`config.mk`:
```
export PLATFORM = sky130hd
export DESIGN_NAME = uart_csr_front
export DESIGN_NICKNAME = d
export VERILOG_FILES = /design/src/rtl/uart_csr_pkg.sv /design/src/rtl/uart_csr_decode.sv /design/src/rtl/uart_csr_data.sv /design/src/rtl/uart_csr_cfg.sv /design/src/rtl/uart_csr_front.sv
export SDC_FILE = /design/constraint.sdc
export NUM_CORES = 1
export LEC_CHECK = 0
export BUFFER_PORTS_ARGS = -buffer_cell sky130_fd_sc_hd__buf_2
export CAP_MARGIN = 20
export CORE_UTILIZATION = 49
export CTS_CLUSTER_SIZE = 12
export DETAILED_ROUTE_END_ITERATION = 16
export PLACE_DENSITY = 0.85
export SLEW_MARGIN = 30
export SYNTH_ARGS = -nofsm -noshare
export SYNTH_HDL_FRONTEND = slang
export SYNTH_HIERARCHICAL = 1
export SYNTH_SLANG_ARGS = --single-unit
```
`constraint.sdc`:
```
create_clock -name clk -period 3.4 [get_ports clk]
set_input_delay 0.17 -clock clk [delete_from_list [all_inputs] [get_ports clk]]
set_output_delay 0.17 -clock clk [all_outputs]
set_load 0.02 [all_outputs]
```
`src/rtl/uart_csr_pkg.sv`:
```
package uart_csr_pkg;
   localparam int BYTE_W     = 8;
   localparam int BUS_W      = 32;
   // data word field positions (software decodes these)
   localparam int RXV_BIT    = 8;
   localparam int TXR_BIT    = 9;
   // control word field positions
   localparam int MODE_LSB   = 2;
   localparam int TXF_BIT    = 7;
   localparam int RXF_BIT    = 8;
   // clock word field positions
   localparam int SCALE_LSB  = 16;

   typedef enum logic [1:0] {
      SEL_DATA = 2'd0,
      SEL_CTRL = 2'd1,
      SEL_CLK  = 2'd2,
      SEL_NONE = 2'd3
   } reg_sel_e;
endpackage

```
`src/rtl/uart_csr_decode.sv`:
```
module uart_csr_decode
   import uart_csr_pkg::*;
#(
   parameter int ADDR_W    = 5,
   parameter int WIN_BYTES = 20
) (
   input  logic              bus_sel,
   input  logic              bus_wr,
   input  logic [ADDR_W-1:0] bus_addr,
   output reg_sel_e          sel,
   output logic              wr_data,
   output logic              wr_ctrl,
   output logic              wr_clk
);
   localparam int WORD_W = ADDR_W - 2;

   logic [WORD_W-1:0] word;
   assign word = bus_addr[ADDR_W-1:2];

   always_comb begin
      sel = SEL_NONE;
      if (int'(bus_addr) < WIN_BYTES) begin
         unique case (int'(word))
            0:       sel = SEL_DATA;
            1:       sel = SEL_CTRL;
            2:       sel = SEL_CLK;
            default: sel = SEL_NONE;
         endcase
      end
   end

   assign wr_data = bus_sel && bus_wr && (sel == SEL_DATA);
   assign wr_ctrl = bus_sel && bus_wr && (sel == SEL_CTRL);
   assign wr_clk  = bus_sel && bus_wr && (sel == SEL_CLK);
endmodule

```
`src/rtl/uart_csr_data.sv`:
```
module uart_csr_data
   import uart_csr_pkg::*;
(
   input  logic              clk,
   input  logic              rst_n,
   input  logic              wr_en,
   input  logic [BUS_W-1:0]  wdata,
   input  logic              tx_done,
   input  logic [BYTE_W-1:0] rx_byte,
   input  logic              rx_strobe,
   output logic              tx_rdy,
   output logic              tx_load,
   output logic [BYTE_W-1:0] tx_byte,
   output logic              rx_valid,
   output logic [BYTE_W-1:0] rx_data,
   output logic              rx_overrun
);
   logic launch, ack;
   assign launch = wr_en && wdata[TXR_BIT] && tx_rdy;
   assign ack    = wr_en && wdata[RXV_BIT];

   // transmit side
   always_ff @(posedge clk or negedge rst_n) begin
      if (!rst_n) begin
         tx_rdy  <= 1'b1;
         tx_load <= 1'b0;
         tx_byte <= '0;
      end else begin
         tx_load <= 1'b0;
         if (launch) begin
            tx_load <= 1'b1;
            tx_byte <= wdata[BYTE_W-1:0];
            tx_rdy  <= 1'b0;
         end else if (tx_done) begin
            tx_rdy  <= 1'b1;
         end
      end
   end

   // receive side
   always_ff @(posedge clk or negedge rst_n) begin
      if (!rst_n) begin
         rx_valid   <= 1'b0;
         rx_data    <= '0;
         rx_overrun <= 1'b0;
      end else begin
         if (ack) rx_overrun <= 1'b0;
         if (rx_strobe && (ack || !rx_valid)) begin
            rx_valid <= 1'b1;
            rx_data  <= rx_byte;
         end else if (rx_strobe) begin
            rx_overrun <= 1'b1;
         end else if (ack) begin
            rx_valid <= 1'b0;
         end
      end
   end
endmodule

```
`src/rtl/uart_csr_cfg.sv`:
```
module uart_csr_cfg
   import uart_csr_pkg::*;
#(
   parameter int SCALE_W = 12,
   parameter int STEP_W  = 16
) (
   input  logic               clk,
   input  logic               rst_n,
   input  logic               wr_ctrl,
   input  logic               wr_clk,
   input  logic [BUS_W-1:0]   wdata,
   output logic [1:0]         if_mode,
   output logic               tx_force,
   output logic               rx_force,
   output logic [SCALE_W-1:0] baud_scale,
   output logic [STEP_W-1:0]  baud_step
);
   always_ff @(posedge clk or negedge rst_n) begin
      if (!rst_n) begin
         if_mode  <= '0;
         tx_force <= 1'b0;
         rx_force <= 1'b0;
      end else if (wr_ctrl) begin
         if_mode  <= wdata[MODE_LSB +: 2];
         tx_force <= wdata[TXF_BIT];
         rx_force <= wdata[RXF_BIT];
      end
   end

   always_ff @(posedge clk or negedge rst_n) begin
      if (!rst_n) begin
         baud_scale <= '0;
         baud_step  <= '0;
      end else if (wr_clk) begin
         baud_scale <= wdata[SCALE_LSB +: SCALE_W];
         baud_step  <= wdata[STEP_W-1:0];
      end
   end
endmodule

```
`src/rtl/uart_csr_front.sv`:
```
module uart_csr_front
   import uart_csr_pkg::*;
#(
   parameter int ADDR_W    = 5,
   parameter int WIN_BYTES = 20,
   parameter int SCALE_W   = 12,
   parameter int STEP_W    = 16,
   parameter bit RDATA_REG = 1'b0
) (
   input  logic               clk,
   input  logic               rst_n,
   input  logic               bus_sel,
   input  logic               bus_wr,
   input  logic [ADDR_W-1:0]  bus_addr,
   input  logic [31:0]        bus_wdata,
   output logic [31:0]        bus_rdata,
   output logic [7:0]         tx_byte,
   output logic               tx_load,
   input  logic               tx_done,
   input  logic [7:0]         rx_byte,
   input  logic               rx_strobe,
   output logic               rx_overrun,
   output logic [1:0]         if_mode,
   output logic               tx_force,
   output logic               rx_force,
   output logic [SCALE_W-1:0] baud_scale,
   output logic [STEP_W-1:0]  baud_step
);
   // elaboration-time parameter checks
   if (STEP_W > SCALE_LSB) begin : g_bad_step
      $error("STEP_W must fit below the scale field");
   end
   if (SCALE_LSB + SCALE_W > BUS_W) begin : g_bad_scale
      $error("scale field exceeds the bus word");
   end
   if (WIN_BYTES < 12 || (1 << ADDR_W) < WIN_BYTES) begin : g_bad_win
      $error("window size and address width disagree");
   end

   reg_sel_e          sel;
   logic              wr_data, wr_ctrl, wr_clk;
   logic              tx_rdy, rx_valid;
   logic [BYTE_W-1:0] rx_data;
   logic [BUS_W-1:0]  rd_mux;

   uart_csr_decode #(.ADDR_W(ADDR_W), .WIN_BYTES(WIN_BYTES)) u_dec (
      .bus_sel(bus_sel), .bus_wr(bus_wr), .bus_addr(bus_addr),
      .sel(sel), .wr_data(wr_data), .wr_ctrl(wr_ctrl), .wr_clk(wr_clk)
   );

   uart_csr_data u_data (
      .clk(clk), .rst_n(rst_n), .wr_en(wr_data), .wdata(bus_wdata),
      .tx_done(tx_done), .rx_byte(rx_byte), .rx_strobe(rx_strobe),
      .tx_rdy(tx_rdy), .tx_load(tx_load), .tx_byte(tx_byte),
      .rx_valid(rx_valid), .rx_data(rx_data), .rx_overrun(rx_overrun)
   );

   uart_csr_cfg #(.SCALE_W(SCALE_W), .STEP_W(STEP_W)) u_cfg (
      .clk(clk), .rst_n(rst_n), .wr_ctrl(wr_ctrl), .wr_clk(wr_clk),
      .wdata(bus_wdata), .if_mode(if_mode), .tx_force(tx_force),
      .rx_force(rx_force), .baud_scale(baud_scale), .baud_step(baud_step)
   );

   always_comb begin
      rd_mux = '0;
      unique case (sel)
         SEL_DATA: begin
            rd_mux[BYTE_W-1:0] = rx_data;
            rd_mux[RXV_BIT]    = rx_valid;
            rd_mux[TXR_BIT]    = tx_rdy;
         end
         SEL_CTRL: begin
            rd_mux[MODE_LSB +: 2] = if_mode;
            rd_mux[TXF_BIT]       = tx_force;
            rd_mux[RXF_BIT]       = rx_force;
         end
         SEL_CLK: begin
            rd_mux[SCALE_LSB +: SCALE_W] = baud_scale;
            rd_mux[STEP_W-1:0]           = baud_step;
         end
         default: rd_mux = '0;
      endcase
   end

   if (RDATA_REG) begin : g_rd_flop
      always_ff @(posedge clk or negedge rst_n) begin
         if (!rst_n) bus_rdata <= '0;
         else        bus_rdata <= rd_mux;
      end
   end else begin : g_rd_comb
      assign bus_rdata = rd_mux;
   end
endmodule

```
Word level (Yosys, flattened, before mapping)
Cells that the tools add are included.

Flip-flop bits (word level): 52. Input bits: 51. Output and inout port bits: 74. Word-level logic and storage cells: 49.

$lt $le $gt $ge: 1. Equality and inequality tests: 5. Mux-type cells: 17. Reductions and logical operators: 15.

Operator list (number): 18-bit 2-to-1 mux (1); 2-bit one-hot mux with 3 select lines (3); 1-bit 2-to-1 mux (9); 1-bit logical AND (8); 3-bit one-hot mux with 2 select lines (1); 5-bit < comparator (second input constant) (1); 2-bit one-hot mux with 2 select lines (1); 2-bit nonzero test (2); 3-bit by 1-bit equality test with 1-bit output (second input constant) (1); 3-bit by 2-bit equality test with 1-bit output (second input constant) (1); 3-bit zero test (1); 2-bit by 1-bit equality test with 1-bit output (second input constant) (1); 2-bit equality test (second input constant) (1); 2-bit zero test (1); 2-bit 2-to-1 mux (1); 2-bit by 1-bit inequality test with 1-bit output (second input constant) (1); 1-bit one-hot mux with 2 select lines (1); 2-bit AND reduction (1); 1-bit zero test (1); 1-bit logical OR (1).

Logic depth before layout (Yosys ltp)
Depth in word-level cells: 10. Depth in mapped cells: 5. Mapped depth without buffers: 5.

Hierarchy
The synthesis kept the hierarchy.

By module, submodules not included: uart_csr_cfg (times used 1, cells each 67, area an instance 1287.5 µm², sequential area each 800.8 µm²); uart_csr_data (times used 1, cells each 45, area an instance 778.2 µm², sequential area each 501.7 µm²); uart_csr_front (times used 1, cells each 48, area an instance 351.6 µm², sequential area each 0.0 µm²); uart_csr_decode (times used 1, cells each 7, area an instance 46.3 µm², sequential area each 0.0 µm²).

Least setup slack after synthesis
Ideal clock, no wire load.

Kind: in2reg. Start: in bus_addr[4]. End: reg u_data.rx_data[0]. Library setup time: 0.125 ns. Arrival time: 1.240 ns. Required time: 3.275 ns. Path slack: 2.035 ns. Stages on the path: 5. Buffers on the path: 0. Cells stage by stage: or2_4 -> nor3_2 -> a21bo_4 -> nand2_4 -> mux2_4.

Cells in the longest elaborated chain, start to end: 8. Elaborated cells on any way between the ends: 11. Those cells by class: order compare (1); eq/ne (2); mux (2); reduce/logical (6).

RTL lines: from (decl) (line uart_csr_front.sv:14) `input logic [ADDR_W-1:0] bus_addr,`; branches (longest 2 deep; another with 5-bit < comparator); 2-bit 2-to-1 mux (*) (line uart_csr_decode.sv:22) `if (int'(bus_addr) < WIN_BYTES) begin`; 2-bit zero test (*) (line uart_csr_decode.sv:32) `assign wr_data = bus_sel && bus_wr && (sel == SEL_DATA);`; 1-bit logical AND (*) (line uart_csr_decode.sv:32); via wr_data (line uart_csr_front.sv:41) `logic wr_data, wr_ctrl, wr_clk;`; 1-bit logical AND (*) (line uart_csr_data.sv:20) `assign ack = wr_en && wdata[RXV_BIT];`; 1-bit logical OR (*) (line uart_csr_data.sv:48) `if (rx_strobe && (ack || !rx_valid)) begin`; 1-bit logical AND (*) (line uart_csr_data.sv:48); to (signal assigned) (line uart_csr_data.sv:50) `rx_data <= rx_byte;`; to (decl) (line uart_csr_data.sv:15) `output logic [BYTE_W-1:0] rx_data,`.

Mark *: on every way through the listed nets, which the timed path passes. A chain may end at the register's enable or synchronous reset.

Worst setup path in the final report
Start: in bus_addr[2]. End: out bus_rdata[7].

Cells in the longest elaborated chain, start to end: 5. Elaborated cells on any way between the ends: 10. Those cells by class: order compare (1); eq/ne (4); mux (3); reduce/logical (2).

RTL lines: branches (longest 2 deep; another with 5-bit < comparator); 2-bit 2-to-1 mux (*) (line uart_csr_decode.sv:22); via sel[0] (line uart_csr_front.sv:40) `reg_sel_e sel;`; 2-bit equality test, or another cell as far along (line uart_csr_front.sv:66) `unique case (sel)`; 2-bit one-hot mux with 3 select lines (*) (line uart_csr_front.sv:66); to (decl) (line uart_csr_front.sv:16) `output logic [31:0] bus_rdata,`.

Marked as above.

==> impl_metrics.toml <==
[sta]
fmax_mhz = 605.8
final.setup.worst_slack_ps = 1749
grt_setup_unrepaired = "no"
finalHoldViolCount = 0
finClkSkew_ps = 7.464
worst_slew_pin_slew_ps = 527.9
worst_hold_slack_ps = 85.42
period_needed_ps = 1651
tns_ps = 0
setup_viol = 0
slew_violations = 0
post-route-period-util = 0.4855
relSlewSlack = 0.6481

[detailed_routing]
ant_nets = 0
drc = 0
via_per_inst = 4.835
vias = 1702
wl_mm = 5.106
drt_iter0_drc = 27
wl_per_cell_microns = 14.51
dr.pass1.iters = 4

[global_route]
grt_pass1_wl_mm = 8.148
antenna_found_initial = 0
grt_max_degree = 30
grt.overflow.total = 0
grt_use_total = 0.2065
grt_pass1_vias = 1750

[min_path]
hp-class = "input port to register"

[power]
p_leak_nw = 1.719
powerDensity_nw_per_um2 = 570.7
peakVddDrop_v = 0.0003910

[clock_network]
numCtsBuffers = 5
h-tree-depth = 2
clk_pin_slew_ps = 90
cts-root-buf = "clkbuf_8"
clock-sinks = 52
cts_tree = "built"
clk_latency_ps = 310
cts_buffer_depth = 2
cts_setup_buffers = 0

[cells_and_area]
diodes = 0
syn2layout_area_growth_pct = 27.68
seq_area_sq_um = 1303
stdcell_count = 352
layout.nets = 335
layout-drive-gt1-share = 0.6281
fin_util = 0.6573
num-fill-cells = 375
multi_input_area_sq_um = 1066

[yosys]
yosys.area.top_type = "dfrtp_1"
yosysUniqueCellTypes = 27
netlist_top_cells_count = "dfrtp_1 (51), mux2_4 (28), mux2_2 (20)"
yosysMostFrequentCell = "dfrtp_1"
ys_ff_latch = 52
synth_edf_count = 0
synth-main-ff-cell = "dfrtp_1"
yosysTopAreaCellShare = 0.5180
ys_top_cells_by_area = "dfrtp_1 (52%), mux2_4 (17%), mux2_2 (9.1%)"
ys_seq_area_frac = 0.5287
syn-cell-area_sq_um = 2464
avgSynthCellArea_sq_um = 14.75
syn_inst = 167
yosys_warnings = 6
async_flop_share = 1.000

[setup_path]
critPathMaxFanout = 12
cp-end-kind = "output port"
startpoint_type = "input port"
crit_arrival_ps = 1480
cp.required_ps = 3230
critPathKind = "input port to output port"

[die]
initial_utilization = 0.5148
die_h_microns = 72.91
core_sq_um = 4786
io_pins = 125
die_w_microns = 72.91
die-area_sq_um = 5315
row_count = 25

[outcome]
outcome = "finished, final reports clean"

[place]
dp.cells = 343
portBuffers = 114
place.gp.congestion = 0.7444
dp_hpwl_mm = 3.754
pre_cts_ws_ps = 1624

[flow_run]
maxCapViolCount = 0
[stage by stage]
stage               total power, W  cell area (sq um)
detailed placement        0.001447               3042
global placement          0.001425               3042
floorplan                 0.001235               2475
finish                    0.001795               3146
global route              0.001885               3146
CTS                       0.001820               3146
[logic make-up after synthesis]
group | share of synthesized area
flops | 0.5287
simple gates | 0.09650
compound gates | 0.02489
buf+inv | 0.04571
other cells | 0.001522
mux | 0.3027
[final cells by class]
cell class / instances / share of cell area
sequential: 52 / 0.4141
multi-input combinational: 107 / 0.3389
timing repair buffer: 117 / 0.1893
clock buffer: 7 / 0.02745
tap: 67 / 0.02665
clock inverter: 1 / 0.002387
inverter: 1 / 0.001193
[sequential cells by signal, summed over array words and instances, names as in the netlist]
register,cells
u_cfg/baud_step,16
u_data/rx_valid,1
u_data/tx_load,1
u_cfg/rx_force,1
u_data/tx_byte,8
u_data/rx_data,8
u_cfg/if_mode,2
u_cfg/tx_force,1
u_data/tx_rdy,1
u_data/rx_overrun,1
u_cfg/baud_scale,12
[cells in the final DEF, fill, tap and decap left out, types with 2 or more instances in the layout]
master / synthesis / layout
a21oi_1: 2 / 2
mux2_2: 20 / 20
conb_1: 1 / 4
nor2_1: 9 / 9
dfrtp_1: 51 / 51
and2_1: 18 / 18
clkbuf_8: 0 / 6
mux2_4: 28 / 28
mux2i_1: 10 / 10
buf_4: 4 / 2
o2bb2ai_1: 4 / 4
buf_2: 1 / 114
[per-layer routing]
| layer | vias to the layer above | wire length, microns | GRT usage |
|---|---|---|---|
| met5 | - | 0 | 0 |
| met2 | 75 | 2604 | 0.3645 |
| met1 | 821 | 2095 | 0.2336 |
| met3 | 7 | 320 | 0.06215 |
| li1 | 799 | - | - |
| met4 | 0 | 86 | 0.08279 |
[final timing paths]
kind | from | end | slack [ps] | depth (start not counted)
min | rx_byte[6] | u_data/rx_data[6] | 90 | 2
max | bus_addr[2] | bus_rdata[7] | 1750 | 5
min reg2reg | u_data/tx_rdy | u_data/tx_rdy | 510 | 2
max in group asynchronous | rst_n | u_data/tx_rdy | 2220 | 3
min in group asynchronous | rst_n | u_cfg/baud_scale[8] | 380 | 2
max reg2reg | u_data/tx_rdy | u_data/tx_byte[6] | 2120 | 2
[where the power goes]
part / internal [W] / switching [W] / leakage, nW
clock: 0.000166 / 0.000198 / 0.0445
sequential: 0.000753 / 0.0000888 / 0.634
combinational: 0.000279 / 0.000311 / 1.04
[what timing repair did]
item | CTS | global route
endpoints found under the hold margin | 23 | 0
resized for setup | 0 | 0
hold buffers | 1 | 0
setup endpoints to repair | 0 | 0
[critical path: stages]
cell and delay (ps):
buf_2 120, or2_1 440, nor2b_1 380, o2bb2ai_1 170, buf_2 190
Power figures use the tool's default switching activity.
